`config.mk`:
```
export PLATFORM = sky130hd
export DESIGN_NAME = uart_frame_tx
export DESIGN_NICKNAME = d
export VERILOG_FILES = /design/src/rtl/uftx_pkg.sv /design/src/rtl/uftx_rst_sync.sv /design/src/rtl/uftx_parity.sv /design/src/rtl/uftx_shreg.sv /design/src/rtl/uftx_seq.sv /design/src/rtl/uart_frame_tx.sv
export SDC_FILE = /design/constraint.sdc
export NUM_CORES = 1
export LEC_CHECK = 0
export CELL_PAD_IN_SITES_DETAIL_PLACEMENT = 0
export CELL_PAD_IN_SITES_GLOBAL_PLACEMENT = 2
export CORE_ASPECT_RATIO = 1.75
export CORE_MARGIN = 5
export CORE_UTILIZATION = 37
export CTS_CLUSTER_DIAMETER = 40
export CTS_CLUSTER_SIZE = 12
export DETAILED_ROUTE_END_ITERATION = 12
export DONT_BUFFER_PORTS = 1
export HOLD_SLACK_MARGIN = 0.15
export PLACE_DENSITY = 0.86
export SYNTH_ARGS = -nofsm -noshare
export SYNTH_HDL_FRONTEND = slang
export SYNTH_SLANG_ARGS = --single-unit
```
`constraint.sdc`:
```
create_clock -name clk -period 1.2 [get_ports clk]
set_input_delay 0.18 -clock clk [delete_from_list [all_inputs] [get_ports clk]]
set_output_delay 0.18 -clock clk [all_outputs]
set_load 0.005 [all_outputs]
```
`src/rtl/uftx_pkg.sv`:
```
package uftx_pkg;

  typedef enum logic [1:0] {
    PAR_EVEN  = 2'd0,
    PAR_ODD   = 2'd1,
    PAR_MARK  = 2'd2,
    PAR_SPACE = 2'd3
  } par_kind_e;

  typedef enum logic [2:0] {
    ST_IDLE  = 3'd0,
    ST_ALIGN = 3'd1,
    ST_START = 3'd2,
    ST_DATA  = 3'd3,
    ST_EXTRA = 3'd4,
    ST_STOP  = 3'd5
  } tx_state_e;

endpackage

```
`src/rtl/uftx_rst_sync.sv`:
```
module uftx_rst_sync (
  input  logic clk,
  input  logic rst_n,
  output logic rst_sync_n
);

  logic meta_q;
  logic sync_q;

  always_ff @(posedge clk or negedge rst_n) begin
    if (!rst_n) begin
      meta_q <= 1'b0;
      sync_q <= 1'b0;
    end else begin
      meta_q <= 1'b1;
      sync_q <= meta_q;
    end
  end

  assign rst_sync_n = sync_q;

endmodule

```
`src/rtl/uftx_parity.sv`:
```
module uftx_parity
  import uftx_pkg::*;
#(
  parameter int DATA_W = 8,
  localparam int CNT_W = $clog2(DATA_W)
) (
  input  logic [DATA_W-1:0] data,
  input  logic [CNT_W-1:0]  last_idx,
  input  par_kind_e         kind,
  output logic              par_bit
);

  logic [DATA_W-1:0] masked;

  // only the bits that will be sent take part in the parity sum
  for (genvar i = 0; i < DATA_W; i++) begin : g_mask
    assign masked[i] = data[i] & (CNT_W'(i) <= last_idx);
  end

  always_comb begin
    unique case (kind)
      PAR_EVEN:  par_bit = ^masked;
      PAR_ODD:   par_bit = ~(^masked);
      PAR_MARK:  par_bit = 1'b1;
      default:   par_bit = 1'b0;
    endcase
  end

endmodule

```
`src/rtl/uftx_shreg.sv`:
```
module uftx_shreg #(
  parameter int DATA_W = 8
) (
  input  logic              clk,
  input  logic              rst_n,
  input  logic              load_en,
  input  logic              shift_en,
  input  logic [DATA_W-1:0] load_val,
  output logic              lsb
);

  logic [DATA_W-1:0] sr_q;
  logic [DATA_W-1:0] sr_d;

  always_comb begin
    sr_d = sr_q;
    if (load_en) begin
      sr_d = load_val;
    end else if (shift_en) begin
      sr_d = {1'b0, sr_q[DATA_W-1:1]};
    end
  end

  always_ff @(posedge clk or negedge rst_n) begin
    if (!rst_n) begin
      sr_q <= '0;
    end else if (load_en || shift_en) begin
      sr_q <= sr_d;
    end
  end

  assign lsb = sr_q[0];

endmodule

```
`src/rtl/uftx_seq.sv`:
```
module uftx_seq
  import uftx_pkg::*;
#(
  parameter int CNT_W = 3
) (
  input  logic             clk,
  input  logic             rst_n,
  input  logic             bit_tick,
  input  logic             accept,
  input  logic [CNT_W-1:0] last_idx,
  input  logic             has_extra,
  input  logic             two_stop,
  output tx_state_e        state,
  output logic             shift_en,
  output logic             done
);

  tx_state_e        state_q, state_d;
  logic [CNT_W-1:0] cnt_q, cnt_d;
  logic             done_q, done_d;

  always_comb begin
    state_d  = state_q;
    cnt_d    = cnt_q;
    done_d   = 1'b0;
    shift_en = 1'b0;
    unique case (state_q)
      ST_IDLE: begin
        if (accept) state_d = ST_ALIGN;
      end
      ST_ALIGN: begin
        if (bit_tick) state_d = ST_START;
      end
      ST_START: begin
        if (bit_tick) begin
          state_d = ST_DATA;
          cnt_d   = '0;
        end
      end
      ST_DATA: begin
        if (bit_tick) begin
          shift_en = 1'b1;
          if (cnt_q == last_idx) begin
            state_d = has_extra ? ST_EXTRA : ST_STOP;
            cnt_d   = '0;
          end else begin
            cnt_d = cnt_q + 1'b1;
          end
        end
      end
      ST_EXTRA: begin
        if (bit_tick) begin
          state_d = ST_STOP;
          cnt_d   = '0;
        end
      end
      ST_STOP: begin
        if (bit_tick) begin
          if (two_stop && (cnt_q == '0)) begin
            cnt_d = CNT_W'(1);
          end else begin
            state_d = ST_IDLE;
            cnt_d   = '0;
            done_d  = 1'b1;
          end
        end
      end
      default: state_d = ST_IDLE;
    endcase
  end

  always_ff @(posedge clk or negedge rst_n) begin
    if (!rst_n) begin
      state_q <= ST_IDLE;
      cnt_q   <= '0;
      done_q  <= 1'b0;
    end else begin
      state_q <= state_d;
      cnt_q   <= cnt_d;
      done_q  <= done_d;
    end
  end

  assign state = state_q;
  assign done  = done_q;


  bit_hold_chk: assert property (@(posedge clk) disable iff (!rst_n)
    (state_q != ST_IDLE && !bit_tick) |=> $stable(state_q));


  done_idle_chk: assert property (@(posedge clk) disable iff (!rst_n)
    done_q |-> (state_q == ST_IDLE));


  done_pulse_chk: assert property (@(posedge clk) disable iff (!rst_n)
    done_q |=> !done_q);


  cnt_bound_chk: assert property (@(posedge clk) disable iff (!rst_n)
    (state_q == ST_DATA) |-> (cnt_q <= last_idx));

endmodule

```
`src/rtl/uart_frame_tx.sv`:
```
module uart_frame_tx
  import uftx_pkg::*;
#(
  parameter int DATA_W  = 8,
  parameter int MIN_LEN = 5,
  localparam int CNT_W  = $clog2(DATA_W),
  localparam int LEN_W  = $clog2(DATA_W - MIN_LEN + 1)
) (
  input  logic              clk,
  input  logic              rst_n,
  input  logic              bit_tick,
  input  logic [LEN_W-1:0]  cfg_len,
  input  logic              cfg_par_en,
  input  logic [1:0]        cfg_par_kind,
  input  logic              cfg_xbit_en,
  input  logic              cfg_two_stop,
  input  logic              in_valid,
  output logic              in_ready,
  input  logic [DATA_W-1:0] in_data,
  input  logic              in_xbit,
  output logic              tx_out,
  output logic              busy,
  output logic              done
);

  logic             rst_i_n;
  tx_state_e        state;
  logic             shift_en;
  logic             accept;
  logic             data_lsb;
  logic             par_bit;

  logic [CNT_W-1:0] last_idx_d, last_idx_q;
  logic             has_extra_d, has_extra_q;
  logic             two_stop_d, two_stop_q;
  logic             xval_d, xval_q;
  logic             short_d, short_q;

  uftx_rst_sync u_rst (
    .clk        (clk),
    .rst_n      (rst_n),
    .rst_sync_n (rst_i_n)
  );

  assign in_ready = (state == ST_IDLE);
  assign accept   = in_valid && in_ready;
  assign busy     = !in_ready;

  // settings decoded from the live inputs, captured only on accept
  always_comb begin
    last_idx_d  = CNT_W'(MIN_LEN - 1) + CNT_W'(cfg_len);
    short_d     = (cfg_len == '0);
    two_stop_d  = cfg_two_stop && !short_d;
    has_extra_d = cfg_par_en || cfg_xbit_en;
    xval_d      = cfg_par_en ? par_bit : in_xbit;
  end

  uftx_parity #(.DATA_W(DATA_W)) u_par (
    .data     (in_data),
    .last_idx (last_idx_d),
    .kind     (par_kind_e'(cfg_par_kind)),
    .par_bit  (par_bit)
  );

  always_ff @(posedge clk or negedge rst_i_n) begin
    if (!rst_i_n) begin
      last_idx_q  <= '0;
      has_extra_q <= 1'b0;
      two_stop_q  <= 1'b0;
      xval_q      <= 1'b0;
      short_q     <= 1'b0;
    end else if (accept) begin
      last_idx_q  <= last_idx_d;
      has_extra_q <= has_extra_d;
      two_stop_q  <= two_stop_d;
      xval_q      <= xval_d;
      short_q     <= short_d;
    end
  end

  uftx_shreg #(.DATA_W(DATA_W)) u_sr (
    .clk      (clk),
    .rst_n    (rst_i_n),
    .load_en  (accept),
    .shift_en (shift_en),
    .load_val (in_data),
    .lsb      (data_lsb)
  );

  uftx_seq #(.CNT_W(CNT_W)) u_seq (
    .clk       (clk),
    .rst_n     (rst_i_n),
    .bit_tick  (bit_tick),
    .accept    (accept),
    .last_idx  (last_idx_q),
    .has_extra (has_extra_q),
    .two_stop  (two_stop_q),
    .state     (state),
    .shift_en  (shift_en),
    .done      (done)
  );

  always_comb begin
    unique case (state)
      ST_START: tx_out = 1'b0;
      ST_DATA:  tx_out = data_lsb;
      ST_EXTRA: tx_out = xval_q;
      default:  tx_out = 1'b1;
    endcase
  end


  fall_in_frame_chk: assert property (@(posedge clk) disable iff (!rst_i_n)
    $fell(tx_out) |-> busy);


  cfg_hold_chk: assert property (@(posedge clk) disable iff (!rst_i_n)
    (busy && $past(busy)) |-> ($stable(last_idx_q) && $stable(two_stop_q) &&
                               $stable(has_extra_q) && $stable(xval_q)));


  short_one_stop_chk: assert property (@(posedge clk) disable iff (!rst_i_n)
    (short_q && state == ST_STOP && bit_tick) |=> done);


  busy_no_accept_chk: assert property (@(posedge clk) disable iff (!rst_i_n)
    (busy && in_valid) |=> !$rose(in_ready) || done);

endmodule

```
=== Word level (Yosys, flattened, before mapping) ===
Cells that the tools add are included.

* Equal/unequal tests: 17
* Magnitude comparators: 8
* Bitwise operators: 9
* Multiplexer cells: 26
* Reduce and logical (&&, ||, !) cells: 18
* $add $sub $neg: 2

{| class="wikitable"
|+ Operator list
! kind !! number
|-
| 3-bit two-way mux || 12
|-
| 3-bit one-hot mux with 6 select lines || 1
|-
| 8-bit two-way mux || 2
|-
| 3-bit <= comparator (first input constant) || 4
|-
| 2-bit != test (second input constant) || 6
|-
| 3-bit one-hot mux with 3 select lines || 1
|-
| 1-bit AND || 8
|-
| 1-bit two-way mux || 8
|-
| 8-bit AND reduction || 1
|-
| 8-bit parity || 1
|-
| 3-bit by 2-bit equality test with 1-bit output (second input constant) || 2
|-
| 3-bit equality test (second input constant) || 2
|-
| 1-bit by 3-bit <= comparator with 1-bit output (first input constant) || 2
|-
| 2-bit by 3-bit <= comparator with 1-bit output (first input constant) || 2
|-
| 3-bit logical NOT || 2
|-
| 2-bit by 1-bit != test with 1-bit output (second input constant) || 3
|-
| 1-bit one-hot mux with 3 select lines || 2
|-
| 2-bit logical NOT || 2
|-
| 4-bit AND reduction || 1
|-
| 3-bit by 1-bit adder with 3-bit output (second input constant) || 1
|-
| 3-bit by 2-bit adder with 3-bit output (first input constant) || 1
|-
| 3-bit by 1-bit equality test with 1-bit output (second input constant) || 1
|-
| 3-bit equality test || 1
|-
| 1-bit logical AND || 3
|-
| other kinds (9) || 11
|}

* Output and inout port bits: 4
* Logic and storage cells: 90
* Flip-flop bits (word level): 23

=== Longest topological paths before layout ===
* Depth in word-level cells: 7
* Mapped depth: 7
* Mapped depth without buffers: 7

=== Cells and area by module ===
A second synthesis with hierarchy kept.

* Cell total of the unflattened synthesis: 137
* Area, all modules: 1382.6 µm²

{| class="wikitable"
|+ Modules (own cells, without submodules)
! module !! times used !! seq. area each (µm²) !! area each (µm²) !! cells an instance
|-
| uftx_seq || 1 || 175.2 || 496.7 || 54
|-
| uftx_shreg || 1 || 200.2 || 367.9 || 33
|-
| uart_frame_tx || 1 || 150.1 || 299.0 || 24
|-
| uftx_parity || 1 || 0.0 || 165.2 || 23
|-
| uftx_rst_sync || 1 || 50.0 || 53.8 || 3
|}

=== Least setup slack after synthesis ===
OpenSTA, ideal clock, no wires.

* Path type: reg-to-reg
* Start point: register u_seq.cnt_q[0]
* End point: register u_seq.state_q[2] (netlist: u_seq.state[2])
* Setup slack: -0.571 ns
* Stages on the path, launching flop included: 8
* Data required time: 1.078 ns
* Arrival time: 1.649 ns
* Library setup time: 0.122 ns
* Period minus slack after synthesis: 1.771 ns
* Path through: dfrtp_1 inv_1 ha_1 and3b_1 a32o_1 a311oi_2 nand2_1 a32o_1

* Longest elaborated chain between the ends: 4

{| class="wikitable"
|+ Ends and longest elaborated chain
! item !! line !! RTL
|-
| start: declaration || uftx_seq.sv:19 || <nowiki>logic [CNT_W-1:0] cnt_q, cnt_d;</nowiki>
|-
| start signal: assignment || uftx_seq.sv:79 || <nowiki>cnt_q <= cnt_d;</nowiki>
|-
| 3-bit logical NOT || uftx_seq.sv:59 || <nowiki>if (two_stop && (cnt_q == '0)) begin</nowiki>
|-
| 1-bit logical AND || uftx_seq.sv:59 ||
|-
| 2-bit != test (no source line) || n/a ||
|-
| 8-bit AND reduction (no source line) * || n/a ||
|-
| end signal: assignment || uftx_seq.sv:78 || <nowiki>state_q <= state_d;</nowiki>
|-
| end: declaration || uftx_seq.sv:18 || <nowiki>tx_state_e state_q, state_d;</nowiki>
|}

Every way passes the cells marked *; elsewhere a longest branch is shown, timed or not.
A chain may end at the register's enable or synchronous reset.

=== Worst setup path after layout ===
* Start point: register u_seq.cnt_q[1]
* End point: register u_seq.state_q[0] (netlist: u_seq.state[0])

The elaborated chain is that of the path after synthesis.

==> out/summary.txt <==
DRT
-------------------------------------------------------------------------------------
WL per Instance ........................................................     15.88 um
Initial DRT Pass Iterations ............................................            4
Number of antenna-violating nets in the routed design ..................            0
Initial DRC Count ......................................................           24
DR vias ................................................................         1280
Detail-routed via count per cell .......................................        5.289
Detailed-route DRC error count .........................................            0
Final routed wirelength across all metal layers ........................      3842 um

FINISH
-------------------------------------------------------------------------------------
Top library cells by usage in the layout, fill and taps aside .......... 23 x buf_4, 22 x dfrtp_1, 19 x dlygate4sd3_1, 13 x nand2_2
Final core utilization .................................................       64.91%
Total Nets Final .......................................................          220
Antenna cells ..........................................................            0
Post-route standard cell area excluding fillers ........................   2206 sq um
Most frequent standard cell in the layout excluding fill and tap cells .        buf_4
Number of filler cells placed in the layout ............................          271
Area growth syn-to-layout ..............................................       69.52%
Share of post-route cells with drive strength above 1 ..................       47.21%

SYNTH
-------------------------------------------------------------------------------------
Post-synth EDFFs .......................................................            0
YS warnings ............................................................            0
Async set or reset register ratio after synthesis ......................       100.0%
Syn_area_per_cell ......................................................  9.229 sq um
Synthesized netlist cell count .........................................          141
Synth Register Bits ....................................................           23
Sequential-to-total area share from yosys stat .........................       44.23%
Share of Yosys cell area claimed by the top area cell type .............       44.23%
Main synth FF type .....................................................      dfrtp_1
Net count after synthesis ..............................................          163
Distinct cells, synth ..................................................           35
Netlist Area Pre-Place .................................................   1301 sq um
Top area cells in the synthesized netlist .............................. dfrtp_1 44%, nand2_1 7.5%, mux2i_1 6.2%, o21ai_0 4.6%, xnor2_1 3.4%
Library cell occupying the most area in the post-synthesis netlist .....      dfrtp_1

GLOBAL ROUTING
-------------------------------------------------------------------------------------
Number of antenna violations at the first check in global routing ......            0
Maximum number of pins on one net before global-route repair ...........           22
Wire length of the first global-routing pass ...........................      6168 um
Global-route usage over all layers .....................................       17.39%
Via count of the first global-routing pass .............................         1425
GRT Residual Overflow ..................................................            0

PLACEMENT
-------------------------------------------------------------------------------------
Post-placement setup slack .............................................   -0.5452 ns
Port bufs ..............................................................            0
Placer Congestion ......................................................       0.7821
Hpwl dp ................................................................      2385 um
Post-detailed-placement cell area ......................................   1563 sq um

STATUS
-------------------------------------------------------------------------------------
Violations in the final reports ........................................ setup timing
Result of the run ...................................................... finished with violations

HOLD PATH
-------------------------------------------------------------------------------------
Path class of the lowest-slack min-delay path .......................... primary input to register

CLOCK NETWORK
-------------------------------------------------------------------------------------
Total clock buffers created by CTS .....................................            3
Clk slew on worst S/H paths ............................................      0.08 ns
Cell at the root of the clock tree .....................................     clkbuf_8
Sink Count .............................................................           23
Clock latency reported for the late side of the worst-skew pair ........      0.26 ns
Number of levels the H-tree was split into .............................            1
Clock tree from TritonCTS ..............................................          yes
Worst-case clock buffer depth ..........................................            2

CRITICAL PATH
-------------------------------------------------------------------------------------
Setup crit start kind ..................................................     register
Crit Path Class ........................................................ register to register
Capturing element type of the critical path ............................     register
Worst reg-to-reg setup slack ...........................................     -0.52 ns
Critical path arrival ..................................................      1.87 ns
CP required ............................................................      1.35 ns
Maximum fanout along the worst path ....................................            3

FLOORPLAN
-------------------------------------------------------------------------------------
DIE HEIGHT .............................................................     88.45 um
Core Region ............................................................   3398 sq um
Initial Util ...........................................................       38.29%
Die Outline Area .......................................................   4850 sq um
Die width ..............................................................     54.83 um
Cell row count .........................................................           28
I/O pin count ..........................................................           24

STA
-------------------------------------------------------------------------------------
RSZ-0062 raised after global routing ...................................          yes
Setup violation total in the final timing report .......................           23
Number of hold violations in the final report ..........................            0
Final Hold Slack .......................................................    0.1694 ns
Fmax ...................................................................    582.7 MHz
Clock tree skew after final layout .....................................  0.001188 ns
Final Max Tran Viols ...................................................            0
Final worst path period share ..........................................       143.0%
Final Critical Period ..................................................     1.716 ns
Post-route setup TNS ...................................................    -7.240 ns
Setup WS post-layout ...................................................   -0.5161 ns

POWER
-------------------------------------------------------------------------------------
Clock network fraction of design power .................................         9.6%
Peak ir drop on the vdd network ........................................     1.275 mV
Logic gate share of total power ........................................        62.9%
Switching power as a share of total power ..............................       38.54%
Power density cells .................................................... 2275 nW/um^2
Switching component of the power .......................................     1.934 mW
P_leak .................................................................    0.9806 nW
Portion of total power attributed to sequential cells ..................        27.5%
Cell-internal power ....................................................     3.084 mW

RUN
-------------------------------------------------------------------------------------
Maxcap violations ......................................................            0

[routing by layer]
layer  up-vias  routed length (um)  track usage, %
li1        603                   -               -
met1       635                1397           18.86
met2        33                2216           32.00
met3         9                 128           1.518
met4         0                  99           8.163
met5         -                   0               0
[area by class of cell]
type / count / area, sq um / area share (%)
Clock buffer: 3 / 41.29 / 1.872
Tap cell: 45 / 56.30 / 2.552
Timing Repair Buffer: 57 / 578.1 / 26.21
Inverter: 6 / 22.52 / 1.021
Clock inverter: 1 / 5.005 / 0.2269
Sequential cell: 23 / 576.8 / 26.15
Multi-Input combinational cell: 107 / 925.9 / 41.97
[critical path: stages, from the launching register on]
cell and delay, ns:
dfrtp_1 0.37, inv_2 0.05, ha_2 0.16, and3b_1 0.17, a32o_2 0.27, a311oi_4 0.27
mux2i_1 0.25, a21oi_1 0.06
[state kept, by name, summed over array words and instances, names as in the netlist]
| signal | flops |
|---|---|
| xval_q | 1 |
| last_idx_q | 3 |
| u_rst.rst_sync_n | 1 |
| has_extra_q | 1 |
| u_seq.done | 1 |
| u_sr.sr_q | 8 |
| u_rst.meta_q | 1 |
| two_stop_q | 1 |
| u_seq.state | 3 |
| u_seq.cnt_q | 3 |
[synth_stat cells, types with 3 or more instances]
cell type / count
inv_1: 6
nand3_1: 7
a21oi_1: 8
nand2_1: 26
o21ai_0: 12
xnor2_1: 5
dfrtp_1: 23
nand2b_1: 4
buf_2: 3
nor3_1: 3
nor3b_1: 3
mux2i_1: 8
[through the flow]
step                      instances  total power, mW
after floorplan                 141            2.642
after global placement          204            3.231
after detailed placement        204            3.326
after CTS                       238            4.673
after global routing            242            5.346
final                           242            5.018
[logic make-up after synthesis]
kind of cell             count (synthesis)  synth area share (%)
AO/OA/AOI/OAI                           33                 16.25
XOR/XNOR                                 8                 6.538
adder cells (fa/ha/maj)                  2                 1.923
buffers and inverters                   11                 3.461
flip-flops                              23                 44.23
multiplexers                             8                 6.154
other                                    1                0.2882
AND/OR/NAND/NOR                         55                 21.15
[power by group through the flow]
stage	logic [mW]	registers (mW)	clock network (mW)
global placement	1.94	1.29	0
finish	3.15	1.38	0.484
CTS	2.87	1.32	0.490
detailed placement	2.01	1.31	0
floorplan	1.35	1.29	0
global route	3.40	1.42	0.525
[what timing repair did]
action / 4_1_cts / 5_1_grt
hold buffers: 18 / 1
pin swaps: 14 / 14
setup endpoints to repair: 23 / 23
setup buffers: 10 / 6
hold endpoints to repair: 16 / 1
resized for setup: 48 / 19
gates cloned: 3 / 0
[final timing paths]
path,start,end,depth (start not counted)
max,u_seq.cnt_q[1]$_DFFE_PN0P_,u_seq.state[0]$_DFFE_PN0P_,7
min reg2reg,u_rst.rst_sync_n$_DFF_PN0_,u_sr.sr_q[1]$_DFFE_PN0P_,1
min,cfg_par_en,xval_q$_DFFE_PN0P_,3
max reg2reg,u_seq.cnt_q[1]$_DFFE_PN0P_,u_seq.state[0]$_DFFE_PN0P_,7
max in group asynchronous,rst_n,u_rst.meta_q$_DFF_PN0_,2
min in group asynchronous,u_rst.rst_sync_n$_DFF_PN0_,u_sr.sr_q[1]$_DFFE_PN0P_,1
Power figures use the tool's default switching activity.
